## config.mk

```make
export PLATFORM = sky130hd
export DESIGN_NAME = span_rle_decoder
export DESIGN_NICKNAME = d
export VERILOG_FILES = /design/src/rtl/span_rle_pkg.sv /design/src/rtl/span_hdr_split.sv /design/src/rtl/span_rle_fsm.sv /design/src/rtl/span_rle_decoder.sv
export SDC_FILE = /design/constraint.sdc
export NUM_CORES = 1
export LEC_CHECK = 0
export ABC_AREA = 1
export BUFFER_PORTS_ARGS = -buffer_cell sky130_fd_sc_hd__buf_2
export CORE_ASPECT_RATIO = 0.8
export CORE_MARGIN = 3
export CORE_UTILIZATION = 55
export DETAILED_ROUTE_END_ITERATION = 8
export PLACE_DENSITY = 0.82
export SLEW_MARGIN = 0
export SYNTH_ARGS = -nofsm -noshare
export SYNTH_HDL_FRONTEND = slang
export SYNTH_SLANG_ARGS = --single-unit
```

## constraint.sdc

```tcl
create_clock -name clk -period 4 [get_ports clk]
set_input_delay 0.8 -clock clk [delete_from_list [all_inputs] [get_ports clk]]
set_output_delay 0.8 -clock clk [all_outputs]
set_load 0.05 [all_outputs]
```

## src/rtl/span_rle_pkg.sv

```systemverilog
package span_rle_pkg;

    typedef enum logic [2:0] {
        S_HDR  = 3'd0,
        S_FCOL = 3'd1,
        S_FILL = 3'd2,
        S_LIT  = 3'd3,
        S_PAD  = 3'd4
    } span_st_e;

endpackage

```

## src/rtl/span_hdr_split.sv

```systemverilog
module span_hdr_split #(
    parameter int PIX_W      = 8,
    parameter bit WORD_ALIGN = 1'b1,
    localparam int LEN_W     = PIX_W - 1
) (
    input  logic [PIX_W-1:0] hdr_byte,
    output logic             hdr_lit,
    output logic [LEN_W-1:0] hdr_len,
    output logic             hdr_pad
);

    always_comb begin
        hdr_lit = hdr_byte[PIX_W-1];
        hdr_len = hdr_byte[LEN_W-1:0];
        // the pixel count is len+1, so it is odd when len is even
        hdr_pad = WORD_ALIGN && hdr_lit && !hdr_byte[0];
    end

endmodule

```

## src/rtl/span_rle_fsm.sv

```systemverilog
module span_rle_fsm
    import span_rle_pkg::*;
#(
    parameter int PIX_W  = 8,
    localparam int LEN_W = PIX_W - 1
) (
    input  logic             clk,
    input  logic             rst_n,
    input  logic             sof,
    input  logic [PIX_W-1:0] in_data,
    input  logic             in_valid,
    output logic             in_ready,
    input  logic             hdr_lit,
    input  logic [LEN_W-1:0] hdr_len,
    input  logic             hdr_pad,
    output logic [PIX_W-1:0] pix_data,
    output logic             pix_valid,
    output logic             pix_transp,
    input  logic             pix_ready
);

    typedef struct packed {
        span_st_e         st;
        logic [LEN_W-1:0] cnt;
        logic [PIX_W-1:0] col;
        logic             pad;
        logic [PIX_W-1:0] pix;
        logic             pix_vld;
        logic             pix_tr;
    } fsm_t;

    fsm_t q, d;
    logic can_emit;

    always_comb begin
        d        = q;
        in_ready = 1'b0;
        can_emit = !q.pix_vld || pix_ready;
        if (q.pix_vld && pix_ready) begin
            d.pix_vld = 1'b0;
        end
        unique case (q.st)
            S_HDR: begin
                in_ready = 1'b1;
                if (in_valid) begin
                    d.cnt = hdr_len;
                    d.pad = hdr_pad;
                    d.st  = hdr_lit ? S_LIT : S_FCOL;
                end
            end
            S_FCOL: begin
                in_ready = 1'b1;
                if (in_valid) begin
                    d.col = in_data;
                    d.st  = S_FILL;
                end
            end
            S_FILL: begin
                if (can_emit) begin
                    d.pix     = q.col;
                    d.pix_tr  = (q.col == '0);
                    d.pix_vld = 1'b1;
                    if (q.cnt == '0) begin
                        d.st = S_HDR;
                    end else begin
                        d.cnt = q.cnt - 1'b1;
                    end
                end
            end
            S_LIT: begin
                in_ready = can_emit;
                if (in_valid && can_emit) begin
                    d.pix     = in_data;
                    d.pix_tr  = (in_data == '0);
                    d.pix_vld = 1'b1;
                    if (q.cnt == '0) begin
                        d.st = q.pad ? S_PAD : S_HDR;
                    end else begin
                        d.cnt = q.cnt - 1'b1;
                    end
                end
            end
            S_PAD: begin
                in_ready = 1'b1;
                if (in_valid) begin
                    d.st = S_HDR;
                end
            end
            default: d.st = S_HDR;
        endcase
        if (sof) begin
            d         = q;
            d.st      = S_HDR;
            d.pix_vld = 1'b0;
            in_ready  = 1'b0;
        end
    end

    always_ff @(posedge clk) begin
        if (!rst_n) begin
            q <= '{st: S_HDR, default: '0};
        end else begin
            q <= d;
        end
    end

    assign pix_data   = q.pix;
    assign pix_valid  = q.pix_vld;
    assign pix_transp = q.pix_tr;

    AST_HOLD_STALLED: assert property (@(posedge clk) disable iff (!rst_n)
        (pix_valid && !pix_ready && !sof) |=> (pix_valid && $stable(pix_data) && $stable(pix_transp)))
        else $error("stalled pixel changed");

    AST_TRANSP_FLAG: assert property (@(posedge clk) disable iff (!rst_n)
        pix_valid |-> (pix_transp == (pix_data == '0)))
        else $error("transparency flag mismatch");

    AST_FILL_NO_INPUT: assert property (@(posedge clk) disable iff (!rst_n)
        (q.st == S_FILL) |-> !in_ready)
        else $error("input taken during solid span");

    AST_SOF_RESTART: assert property (@(posedge clk) disable iff (!rst_n)
        sof |=> (!pix_valid && q.st == S_HDR))
        else $error("start-of-image did not restart parser");

    AST_LIT_PASS: assert property (@(posedge clk) disable iff (!rst_n)
        (q.st == S_LIT && in_valid && in_ready && !sof) |=> (pix_valid && pix_data == $past(in_data)))
        else $error("copy byte not forwarded");

endmodule

```

## src/rtl/span_rle_decoder.sv

```systemverilog
module span_rle_decoder #(
    parameter int PIX_W      = 8,
    parameter bit WORD_ALIGN = 1'b1
) (
    input  logic             clk,
    input  logic             rst_n,
    input  logic             sof,
    input  logic [PIX_W-1:0] in_data,
    input  logic             in_valid,
    output logic             in_ready,
    output logic [PIX_W-1:0] pix_data,
    output logic             pix_valid,
    output logic             pix_transp,
    input  logic             pix_ready
);

    localparam int LEN_W = PIX_W - 1;

    logic             hdr_lit;
    logic [LEN_W-1:0] hdr_len;
    logic             hdr_pad;

    span_hdr_split #(
        .PIX_W     (PIX_W),
        .WORD_ALIGN(WORD_ALIGN)
    ) u_split (
        .hdr_byte(in_data),
        .hdr_lit (hdr_lit),
        .hdr_len (hdr_len),
        .hdr_pad (hdr_pad)
    );

    span_rle_fsm #(
        .PIX_W(PIX_W)
    ) u_fsm (
        .clk       (clk),
        .rst_n     (rst_n),
        .sof       (sof),
        .in_data   (in_data),
        .in_valid  (in_valid),
        .in_ready  (in_ready),
        .hdr_lit   (hdr_lit),
        .hdr_len   (hdr_len),
        .hdr_pad   (hdr_pad),
        .pix_data  (pix_data),
        .pix_valid (pix_valid),
        .pix_transp(pix_transp),
        .pix_ready (pix_ready)
    );

endmodule

```

== After elaboration in Yosys (flattened, before gate mapping) ==
Cells that the tools add are included.
Cells by class
  reductions and logical operators: 19
  add/sub/neg operators: 1
  muxes and demuxes: 18
  equal/unequal tests: 11
  bitwise gates (word level): 2
Operators with widths (count)
  10-bit 2-to-1 mux: 5
  7-bit case mux with 3 select lines: 1
  10-bit case mux with 2 select lines: 1
  8-bit logical NOT: 2
  3-bit 2-to-1 mux: 5
  3-bit case mux with 5 select lines: 1
  2-bit by 1-bit inequality test with 1-bit output, second input constant: 4
  7-bit logical NOT: 1
  7-bit 2-to-1 mux: 1
  7-bit AND reduction: 1
  7-bit by 1-bit subtractor with 7-bit output, second input constant: 1
  3-bit by 2-bit equality test with 1-bit output, second input constant: 2
  2-bit inequality test, second input constant: 3
  3-bit AND reduction: 2
  5-bit AND reduction: 1
  4-bit AND reduction: 1
  3-bit by 1-bit equality test with 1-bit output, second input constant: 1
  3-bit equality test, second input constant: 1
  1-bit logical AND: 3
  3-bit logical NOT: 1
  3-bit nonzero test: 1
  3-bit OR reduction: 1
  1-bit logical NOT: 2
  1-bit 2-to-1 mux: 2
  other kinds (6): 7
Word-level totals
  bits of input ports: 13
  bits in registers: 29
  word-level logic and storage cells: 58

== Depth between registers and ports, before layout ==
Gate-level depths: netlist (run 1).
  depth in word-level cells: 5
  depth in mapped cells: 11

== By module ==
A second synthesis (run 1) with hierarchy kept.
Second synthesis, totals
  cells, all modules: 278
  area, all modules: 1803.0 µm²
Modules (own cells, without submodules)
  span_rle_fsm: instances 1, area an instance 1732.9 µm², seq. area each 580.6 µm², cells each 268
  span_hdr_split: instances 1, area an instance 70.1 µm², seq. area each 0.0 µm², cells each 10

== Worst setup path after synthesis (run 1) ==
No wires, ideal clock.
  path kind: input-to-output
  start: in pix_ready
  end: out in_ready
  data required time: 3.200 ns
  path slack: 1.524 ns
  buffers on the path: 0
  cell stages on the path: 4
  data arrival time: 1.676 ns
  path through: nor2_2 inv_1 a211oi_1 nor2_1
Between the ends
  cells in the longest elaborated chain, start to end: 3
Ends and longest elaborated chain
  start: declaration: RTL line span_rle_decoder.sv:14  | input logic pix_ready
  1-bit logical OR: RTL line span_rle_fsm.sv:38  | can_emit = !q.pix_vld || pix_ready;
  1-bit case mux with 2 select lines: RTL line span_rle_fsm.sv:42  | unique case (q.st)
  1-bit 2-to-1 mux: RTL line span_rle_fsm.sv:91  | if (sof) begin
  end: declaration: RTL line span_rle_decoder.sv:10  | output logic in_ready,
No other way between the ends.

== Worst setup path in the final report (run 1) ==
Ends and elaborated chain as after synthesis.

==> out/qor.yml, run 1 <==
yosys_warnings: 0
antenna_found_initial: 0
yosys.area.top_type_share: 0.326
setup_repair_after_global_routing_missed_its_margin: "no"
finalSetupTns_ns: 0
postCtsSetupBuffers: 0
outcome: "finished, final reports clean"
layout.core_utilization: 0.665
holdBufCountCts: 0
nets_in_the_synthesized_netlist: 291
drt.antenna.violating_nets: 0
most_area_hungry_cell_type_in_the_yosys_netlist: "sky130_fd_sc_hd__dfxtp_1"
cts-root-to-sink-buffers: 2
clockRootBuffer: "sky130_fd_sc_hd__clkbuf_8"
path_clk_slew_ns: 0.06
met3_length_um: 231
wire_per_inst_um: 10.9
arrival_time_of_data_at_the_critical_path_endpoint_ns: 1.82
tritoncts.num_buffers: 5
routed_wl_mm: 3.62
endpoint_kind: "output pin"
crit_path_max_fanout: 3
synth_cell_type_count: 28
std_cell_rows: 17
design_power_total_mw: 0.832
synth_commonest_cells: "64 x sky130_fd_sc_hd__nand2_1, 46 x sky130_fd_sc_hd__nor2_1, 41 x sky130_fd_sc_hd__inv_1"
first_global_vias: 1464
grt-ovfl-total: 0
die_y_um: 56.9
total_count_of_max_transition_violations_in_the_final_report: 0
clock-skew-final_ns: 0.00367
ctsResizeCount: 0
timing.max_slew.rel_slack: 0.642
post_synthesis_instance_area_mm2: 0.00178
netSwitchingFraction: 0.361
synth.yosys.seq_area_share: 0.326
design.die.area_mm2: 0.00396
clock.fmax_mhz: 382
final_cell_area_mm2: 0.00194
postSynthCellCount: 276
setup_slack_ns: 1.38
synth-main-ff-cell: "sky130_fd_sc_hd__dfxtp_1"
layout-area-overhead-vs-synth_pct: 8.86
crit_slowest_cell: "sky130_fd_sc_hd__nor2_2"
synth_async_sr_flop_share: 0
timing_worst_setup_path_type: "in2out"
cts.htree.levels: 2
total_leakage_power_nw: 0.985
clock_sink_count: 29
grt_use_total: 0.203
gp_routability_congestion: 0.857
post_route_drc_violation_count: 0
grt_first_pass_wirelength_mm: 6.42
wl_met2_mm: 1.54
final_stage_net_count: 309
total_switching_power_mw: 0.300
initial_core_util: 0.611
hold_viol: 0
die_x_um: 69.6
cts_tree: "built"
numPortBuffers: 23
first_pass_iters: 4
clock_power_share: 0.292
dpl_worst_slack_ns: 1.41
grt_max_degree: 25
placed_cell_area_mm2: 0.00185
routedLengthMet1_mm: 1.80
crit_path_cell_trace: "buf_2 -> nor2_2 -> inv_1 -> a211oi_1 -> nor2_1 -> buf_2"
crit_path_max_incr_delay_ns: 0.27
number_of_flops_mapped_to_enable_cells_by_yosys: 0
dominant_cell_type_by_count_on_the_critical_path: "sky130_fd_sc_hd__buf_2"
power.density_cell_area_mw_per_mm2: 430
avg_synthesized_cell_area_um2: 6.45
io_pins: 24
max-cap-violations: 0
hold_class: "reg2reg"
peakVddDrop_mv: 0.300
worstSetupStartpointType: "primary input"
post-synth-top-count-cell: "sky130_fd_sc_hd__nand2_1"
finalSetupViolations: 0
drive_above_1_share: 0.167
initialDrtViolationCount: 136
ff_latch_count_synth: 29
top_layer: "met4"
per_cell_via_count_in_the_routed_design: 4.89
synth.area.top_cells: "sky130_fd_sc_hd__dfxtp_1 33%, sky130_fd_sc_hd__nand2_1 14%, sky130_fd_sc_hd__nor2_1 9.7%"
core_area_mm2: 0.00291
clk-insertion-delay-late_ns: 0.28
dp_hpwl_mm: 2.65
fin_crit_ns: 2.62
num_vias: 1625
p_seq_frac: 0.406
post-route-period-util: 0.655
cp.required_ns: 3.20
tightestPinTransition_ns: 0.537
diodes: 0
intPower_mw: 0.532
combinational_power_share: 0.302
==> registers in the layout (all words and copies together), names as in the netlist <==
register	flops
u_fsm.q	19
u_fsm.pix_data	8
u_fsm.pix_transp	1
u_fsm.pix_valid	1
==> stage by stage <==
step / std cells / hold WS, ns
after global placement: 325 / 0.458
after global routing: 332 / 0.530
after CTS: 332 / 0.489
final: 332 / 0.493
after detailed placement: 325 / 0.472
after floorplan: 276 / 0.444
==> worst paths after layout <==
check,startpoint,to,slack [ns],cells after the start
max,pix_ready,in_ready,1.38,6
min reg2reg,u_fsm.q[19],u_fsm.q[19],0.49,2
min,u_fsm.q[19],u_fsm.q[19],0.49,2
max reg2reg,u_fsm.q[27],u_fsm.pix_transp,2.22,8
==> per-layer routing <==
metal,vias to the layer above,GRT usage
li1,884,-
met1,693,0.261
met2,42,0.318
met3,6,0.0698
met4,0,0.0669
met5,-,0
==> power by group through the flow <==
stage / Clock, mW / Sequential [mW] / Combinational (mW)
global route: 0.262 / 0.342 / 0.286
detailed placement: 0 / 0.343 / 0.250
global placement: 0 / 0.343 / 0.248
CTS: 0.247 / 0.338 / 0.251
floorplan: 0 / 0.341 / 0.216
finish: 0.243 / 0.338 / 0.251
==> worst max-delay path, delay by kind of cell <==
kind,cells,cell delay (ns)
buffers and inverters,3,0.45
and+or+nand+nor,2,0.33
AOI/OAI and AO/OA,1,0.24
==> cells in the final DEF (no fill, tap or decap) <==
cell                       instances
sky130_fd_sc_hd__a211oi_1          1
sky130_fd_sc_hd__a21oi_1          30
sky130_fd_sc_hd__a311oi_1          1
sky130_fd_sc_hd__buf_2            23
sky130_fd_sc_hd__clkbuf_1          1
sky130_fd_sc_hd__clkbuf_8          6
sky130_fd_sc_hd__clkinv_4          1
sky130_fd_sc_hd__dfxtp_1          29
sky130_fd_sc_hd__ha_1              2
sky130_fd_sc_hd__inv_1            41
sky130_fd_sc_hd__inv_2             3
sky130_fd_sc_hd__nand2_1          64
sky130_fd_sc_hd__nand2_2           3
sky130_fd_sc_hd__nand2_4           2
sky130_fd_sc_hd__nand3_1          11
sky130_fd_sc_hd__nand3_2           1
sky130_fd_sc_hd__nand3_4           1
sky130_fd_sc_hd__nand4_1           5
sky130_fd_sc_hd__nand4_4           1
sky130_fd_sc_hd__nor2_1           46
sky130_fd_sc_hd__nor2_2            4
sky130_fd_sc_hd__nor2_4            3
sky130_fd_sc_hd__nor2_8            1
sky130_fd_sc_hd__nor3_1            1
sky130_fd_sc_hd__o21ai_0          11
sky130_fd_sc_hd__o21ai_1           1
sky130_fd_sc_hd__xor2_1            1
==> area by class of cell <==
cell class | instances | area (µm²)
fill | 270 | 977
multi-input combinational | 190 | 933
sequential | 29 | 581
inverter | 45 | 174
timing repair buffer | 23 | 115
clock buffer | 7 | 86.3
tap | 38 | 47.5
==> cells by family (layout without fill, tap and decap cells) <==
| family | Yosys count | count (layout) | synth area share |
|---|---|---|---|
| AO/OA/AOI/OAI | 44 | 44 | 0.127 |
| XOR/XNOR | 1 | 1 | 0.00492 |
| adder cells (fa/ha/maj) | 2 | 2 | 0.0141 |
| buffers and inverters | 57 | 75 | 0.149 |
| flip-flops | 29 | 29 | 0.326 |
| AND/OR/NAND/NOR | 143 | 143 | 0.378 |
No activity file was read; power rests on OpenSTA's default activity.
==> inputs of run 2 (changes only) <==
CORE_UTILIZATION = 51   (was 55)
PLACE_DENSITY = 0.8   (was 0.82)
clock period = 2.15 ns   (was 4 ns; I/O delays follow)
==> out/qor.yml, run 2 (synthesized netlist as in run 1, its figures left out) <==
placed_cell_area_mm2: 0.00188
arrival_time_of_data_at_the_critical_path_endpoint_ns: 1.55
finalSetupTns_ns: 0
postCtsSetupBuffers: 0
first_pass_iters: 4
std_cell_rows: 18
setup_repair_after_global_routing_missed_its_margin: "no"
first_global_vias: 1476
worstSetupStartpointType: "flip-flop"
timing_worst_setup_path_type: "reg2out"
grt_use_total: 0.200
critPathBufInv: 3
final_cell_area_mm2: 0.00198
critical_path.startpoint: "u_fsm.q[28]"
antenna_found_initial: 0
drt.antenna.violating_nets: 0
clk-insertion-delay-late_ns: 0.30
drive_above_1_share: 0.181
post-route-period-util: 0.920
num_vias: 1651
dp_hpwl_mm: 2.86
met3_length_um: 242
peakVddDrop_mv: 0.548
holdBufCountCts: 0
gp_routability_congestion: 0.860
capture_point_of_the_worst_path: "in_ready"
final_common_cell: "sky130_fd_sc_hd__nand2_1"
per_cell_via_count_in_the_routed_design: 4.88
numPortBuffers: 23
core_area_mm2: 0.00322
max-cap-violations: 0
wl_met2_mm: 1.63
routedLengthMet1_mm: 1.87
initial_core_util: 0.552
timing.max_slew.rel_slack: 0.751
clock_sink_count: 29
cp_num_cells: 6
crit_path_max_fanout: 6
grt_first_pass_wirelength_mm: 6.48
outcome: "finished, final reports clean"
cts-root-to-sink-buffers: 2
clock.fmax_mhz: 506
diodes: 0
endpoint_kind: "output pin"
tritoncts.num_buffers: 5
clock-skew-final_ns: 0.00926
crit_path_max_incr_delay_ns: 0.49
routed_wl_mm: 3.82
fin_crit_ns: 1.98
reg2reg_depth: 8
final_stage_net_count: 312
cts_tree: "built"
post_route_drc_violation_count: 0
worstReg2RegEnd: "u_fsm.pix_transp"
die_y_um: 58.8
cp.required_ns: 1.72
wire_per_inst_um: 11.3
top_register: "u_fsm.q"
grt-ovfl-total: 0
layout-area-overhead-vs-synth_pct: 11.1
reg2reg_setup_slack_ns: 0.60
total_leakage_power_nw: 1.01
startpoint_of_the_worst_slack_reg_to_reg_timing_path: "u_fsm.q[28]"
io_pins: 24
design_power_total_mw: 1.62
crit_slowest_cell: "sky130_fd_sc_hd__dfxtp_1"
ctsResizeCount: 0
tightestPinTransition_ns: 0.372
total_count_of_max_transition_violations_in_the_final_report: 0
hold_viol: 0
cts.htree.levels: 2
design.die.area_mm2: 0.00424
layout_common_cells: "64 x sky130_fd_sc_hd__nand2_1, 46 x sky130_fd_sc_hd__nor2_1, 41 x sky130_fd_sc_hd__inv_1"
crit_path_cell_trace: "inv_2 -> nand3_1 -> inv_1 -> a211oi_1 -> nor2_1 -> buf_2"
flip_flop_count_of_the_largest_register_all_copies_and_words_added: 19
setup_slack_ns: 0.172
power.density_cell_area_mw_per_mm2: 820
initialDrtViolationCount: 118
hold_class: "in2reg"
die_x_um: 72.0
top_layer: "met4"
grt_max_degree: 14
dpl_worst_slack_ns: 0.489
path_clk_slew_ns: 0.07
timing.critical_path.max_delay_family: "flip-flops"
clockRootBuffer: "sky130_fd_sc_hd__clkbuf_8"
finalSetupViolations: 0
==> run 2: cell types whose count changed in the layout (fill, tap and decap cells not counted), sizes merged <==
cell,delta
buf,+3
clkinv,+1
==> run 2: worst min-delay path by stage <==
stage	start	endpoint	slack, ns	cells after the start
final	sof	u_fsm.pix_valid	0.39	2
after global routing	sof	u_fsm.pix_valid	0.42	2
after CTS	sof	u_fsm.pix_valid	0.39	2
after detailed placement	u_fsm.q[15]	u_fsm.q[15]	0.47	2
after global placement	u_fsm.q[17]	u_fsm.q[17]	0.46	2
after floorplan	u_fsm.q[18]	u_fsm.q[18]	0.44	2
==> run 2: final cells by class <==
class | instances | area, µm²
flip-flops and latches | 29 | 581
repair buffers | 26 | 138
multi-input cells | 190 | 933
fillers | 330 | 1240
well taps | 40 | 50.0
clock inverters | 1 | 5.00
clock buffers | 7 | 96.3
inverters | 45 | 174
==> run 2: report_power, final <==
group,switching (mW),leakage (nW),internal (mW)
logic,0.323,0.720,0.154
clock network,0.226,0.0542,0.289
registers,0.0422,0.236,0.586
total,0.591,1.01,1.03
==> run 2: metrics by stage <==
stage	hold WS (ns)	util	cells
2_1_floorplan	0.444	-	276
3_3_place_gp	0.459	0.582	330
3_5_place_dp	0.470	0.582	330
4_1_cts	0.395	0.614	338
5_1_grt	0.415	0.614	338
6_report	0.391	0.614	338
==> run 2: metal layers <==
layer / vias to the layer above / track usage
met5: - / 0
met4: 0 / 0.0992
met3: 8 / 0.0529
met2: 39 / 0.306
met1: 708 / 0.262
li1: 896 / -
==> inputs of run 3 (changes only) <==
ABC_AREA = default   (was 1)
CORE_UTILIZATION = 50   (was 51)
PLACE_DENSITY = 0.79   (was 0.8)
==> out/qor.yml, run 3 <==
outcome: "finished, final reports clean"
hold_class: "in2reg"
synth_commonest_cells: "29 x sky130_fd_sc_hd__dfxtp_1, 26 x sky130_fd_sc_hd__nor2_1, 12 x sky130_fd_sc_hd__a21oi_1"
yosys.area.top_type_share: 0.374
initialDrtViolationCount: 121
finalSetupTns_ns: 0
dp_hpwl_mm: 2.55
placed_cells: 227
grt-ovfl-total: 0
routedLengthMet1_mm: 1.65
postSynthCellCount: 179
worstSetupStartpointType: "flip-flop"
core_area_mm2: 0.00285
crit_path_max_fanout: 14
final_stage_net_count: 211
reg2reg_setup_slack_ns: 0.34
ff_latch_count_synth: 29
layout_common_cells: "28 x sky130_fd_sc_hd__dfxtp_1, 26 x sky130_fd_sc_hd__nor2_1, 23 x sky130_fd_sc_hd__buf_2"
clock_sink_count: 29
cts.htree.levels: 2
clock.fmax_mhz: 524
die_y_um: 55.8
power.density_cell_area_mw_per_mm2: 705
min_from: "in_data[1]"
design.die.area_mm2: 0.00381
layout.core_utilization: 0.612
synth.area.top_cells: "sky130_fd_sc_hd__dfxtp_1 37%, sky130_fd_sc_hd__nor2_1 6.3%, sky130_fd_sc_hd__mux2i_1 5.8%"
post-synth-top-count-cell: "sky130_fd_sc_hd__dfxtp_1"
top_layer: "met4"
finalSetupViolations: 0
max-cap-violations: 0
cts_tree: "built"
cp.required_ns: 1.72
post_synthesis_instance_area_mm2: 0.00155
synth_async_sr_flop_share: 0
final-seq-area_um2: 582
reg2reg_depth: 5
per_cell_via_count_in_the_routed_design: 6.03
most_area_hungry_cell_type_in_the_yosys_netlist: "sky130_fd_sc_hd__dfxtp_1"
layout-area-overhead-vs-synth_pct: 12.3
fin_crit_ns: 1.91
post_route_drc_violation_count: 0
met3_length_um: 192
die_x_um: 68.3
hold-path-endpoint: "u_fsm.q[12]"
gp_routability_congestion: 0.829
synth_cell_type_count: 43
routed_wl_mm: 3.59
antenna_found_initial: 0
cts-root-to-sink-buffers: 2
total_leakage_power_nw: 0.678
peakVddDrop_mv: 0.419
top_register: "u_fsm.q"
std_cell_rows: 17
clock-skew-final_ns: 0.00700
synth.yosys.seq_area_share: 0.374
numPortBuffers: 23
wl_met2_mm: 1.67
io_pins: 24
hold_depth: 3
grt_first_pass_wirelength_mm: 6.24
tightestPinTransition_ns: 0.618
path_clk_slew_ns: 0.07
timing.max_slew.rel_slack: 0.586
nets_in_the_synthesized_netlist: 194
drive_above_1_share: 0.234
diodes: 0
hold_viol: 0
synth-main-ff-cell: "sky130_fd_sc_hd__dfxtp_1"
endpoint_kind: "output pin"
final_cells: 235
final_common_cell: "sky130_fd_sc_hd__dfxtp_1"
first_global_vias: 1361
number_of_flops_mapped_to_enable_cells_by_yosys: 0
worstReg2RegEnd: "u_fsm.q[26]"
initial_core_util: 0.544
avg_synthesized_cell_area_um2: 8.67
drt.antenna.violating_nets: 0
total_count_of_max_transition_violations_in_the_final_report: 0
clockRootBuffer: "sky130_fd_sc_hd__clkbuf_8"
arrival_time_of_data_at_the_critical_path_endpoint_ns: 1.48
tritoncts.num_buffers: 5
design_power_total_mw: 1.23
clk-insertion-delay-late_ns: 0.29
wire_per_inst_um: 15.3
flip_flop_count_of_the_largest_register_all_copies_and_words_added: 19
fillCellCount: 254
first_pass_iters: 4
timing_worst_setup_path_type: "reg2out"
num_vias: 1416
post-route-period-util: 0.887
grt_max_degree: 19
multiInputGateArea_um2: 856
grt_use_total: 0.217
holdBufCountCts: 0
startpoint_of_the_worst_slack_reg_to_reg_timing_path: "u_fsm.q[27]"
setup_repair_after_global_routing_missed_its_margin: "no"
yosys_warnings: 0
==> run 3: changes by cell type in the layout (fill, tap and decap cells not counted), sizes merged, moves of 7 or more <==
cell    previous run  this run
a211oi             1         9
a21oi             30        12
a22oi              0         8
inv               44         3
mux2i              0         9
nand2             69         8
nand2b             0         8
nand3             13         3
nor2              54        27
o21ai             12         5
==> run 3: kinds of logic after synthesis <==
| kind of cell | after synthesis | synth area share |
|---|---|---|
| adders and majority gates | 2 | 0.0161 |
| and+or+nand+nor | 68 | 0.243 |
| muxes | 9 | 0.0581 |
| DFF | 29 | 0.374 |
| buffers and inverters | 20 | 0.0782 |
| AOI/OAI and AO/OA | 51 | 0.231 |
==> run 3: cell type report <==
type,count,share of cell area
clock inverters,1,0.00287
repair buffers,27,0.0833
clock buffers,7,0.0553
multi-input cells,130,0.491
flip-flops and latches,29,0.334
well taps,38,0.0273
inverters,3,0.00646
==> run 3: report_power, final <==
| part | internal, mW | switching [mW] | total (mW) |
|---|---|---|---|
| Sequential | 0.553 | 0.0188 | 0.572 |
| Combinational | 0.0559 | 0.0987 | 0.155 |
| Clock | 0.289 | 0.214 | 0.503 |
| Total | 0.898 | 0.332 | 1.23 |
==> run 3: what timing repair did <==
action,4_1_cts,5_1_grt
resized for setup,0,1
setup endpoints to repair,0,1
buffers inserted,0,0
==> run 3: worst max-delay path by stage <==
stage	from	slack, ns	to
after floorplan	u_fsm.pix_valid	0.21	in_ready
after global placement	pix_ready	0.27	u_fsm.q[19]
after detailed placement	pix_ready	0.18	u_fsm.q[19]
after CTS	u_fsm.q[26]	0.07	in_ready
after global routing	u_fsm.q[26]	0.14	in_ready
final	u_fsm.q[26]	0.24	in_ready
==> run 3: metal layers <==
metal / up-vias / GRT usage
li1: 690 / -
met1: 669 / 0.287
met2: 47 / 0.320
met3: 10 / 0.0606
met4: 0 / 0.108
met5: - / 0
==> run 3: stage by stage <==
stage	worst slack [ns]	instance area, µm²	hold slack [ns]
final	0.243	1740	0.439
after global routing	0.139	1740	0.471
after CTS	0.0717	1740	0.432
after detailed placement	0.180	1640	0.471
after global placement	0.266	1640	0.463
after floorplan	0.210	1560	0.447
==> run 3: critical path: stages (launching register included) <==
cell and delay [ns]:
sky130_fd_sc_hd__dfxtp_2 0.48, sky130_fd_sc_hd__nand2_1 0.16, sky130_fd_sc_hd__a221oi_2 0.26, sky130_fd_sc_hd__buf_2 0.30
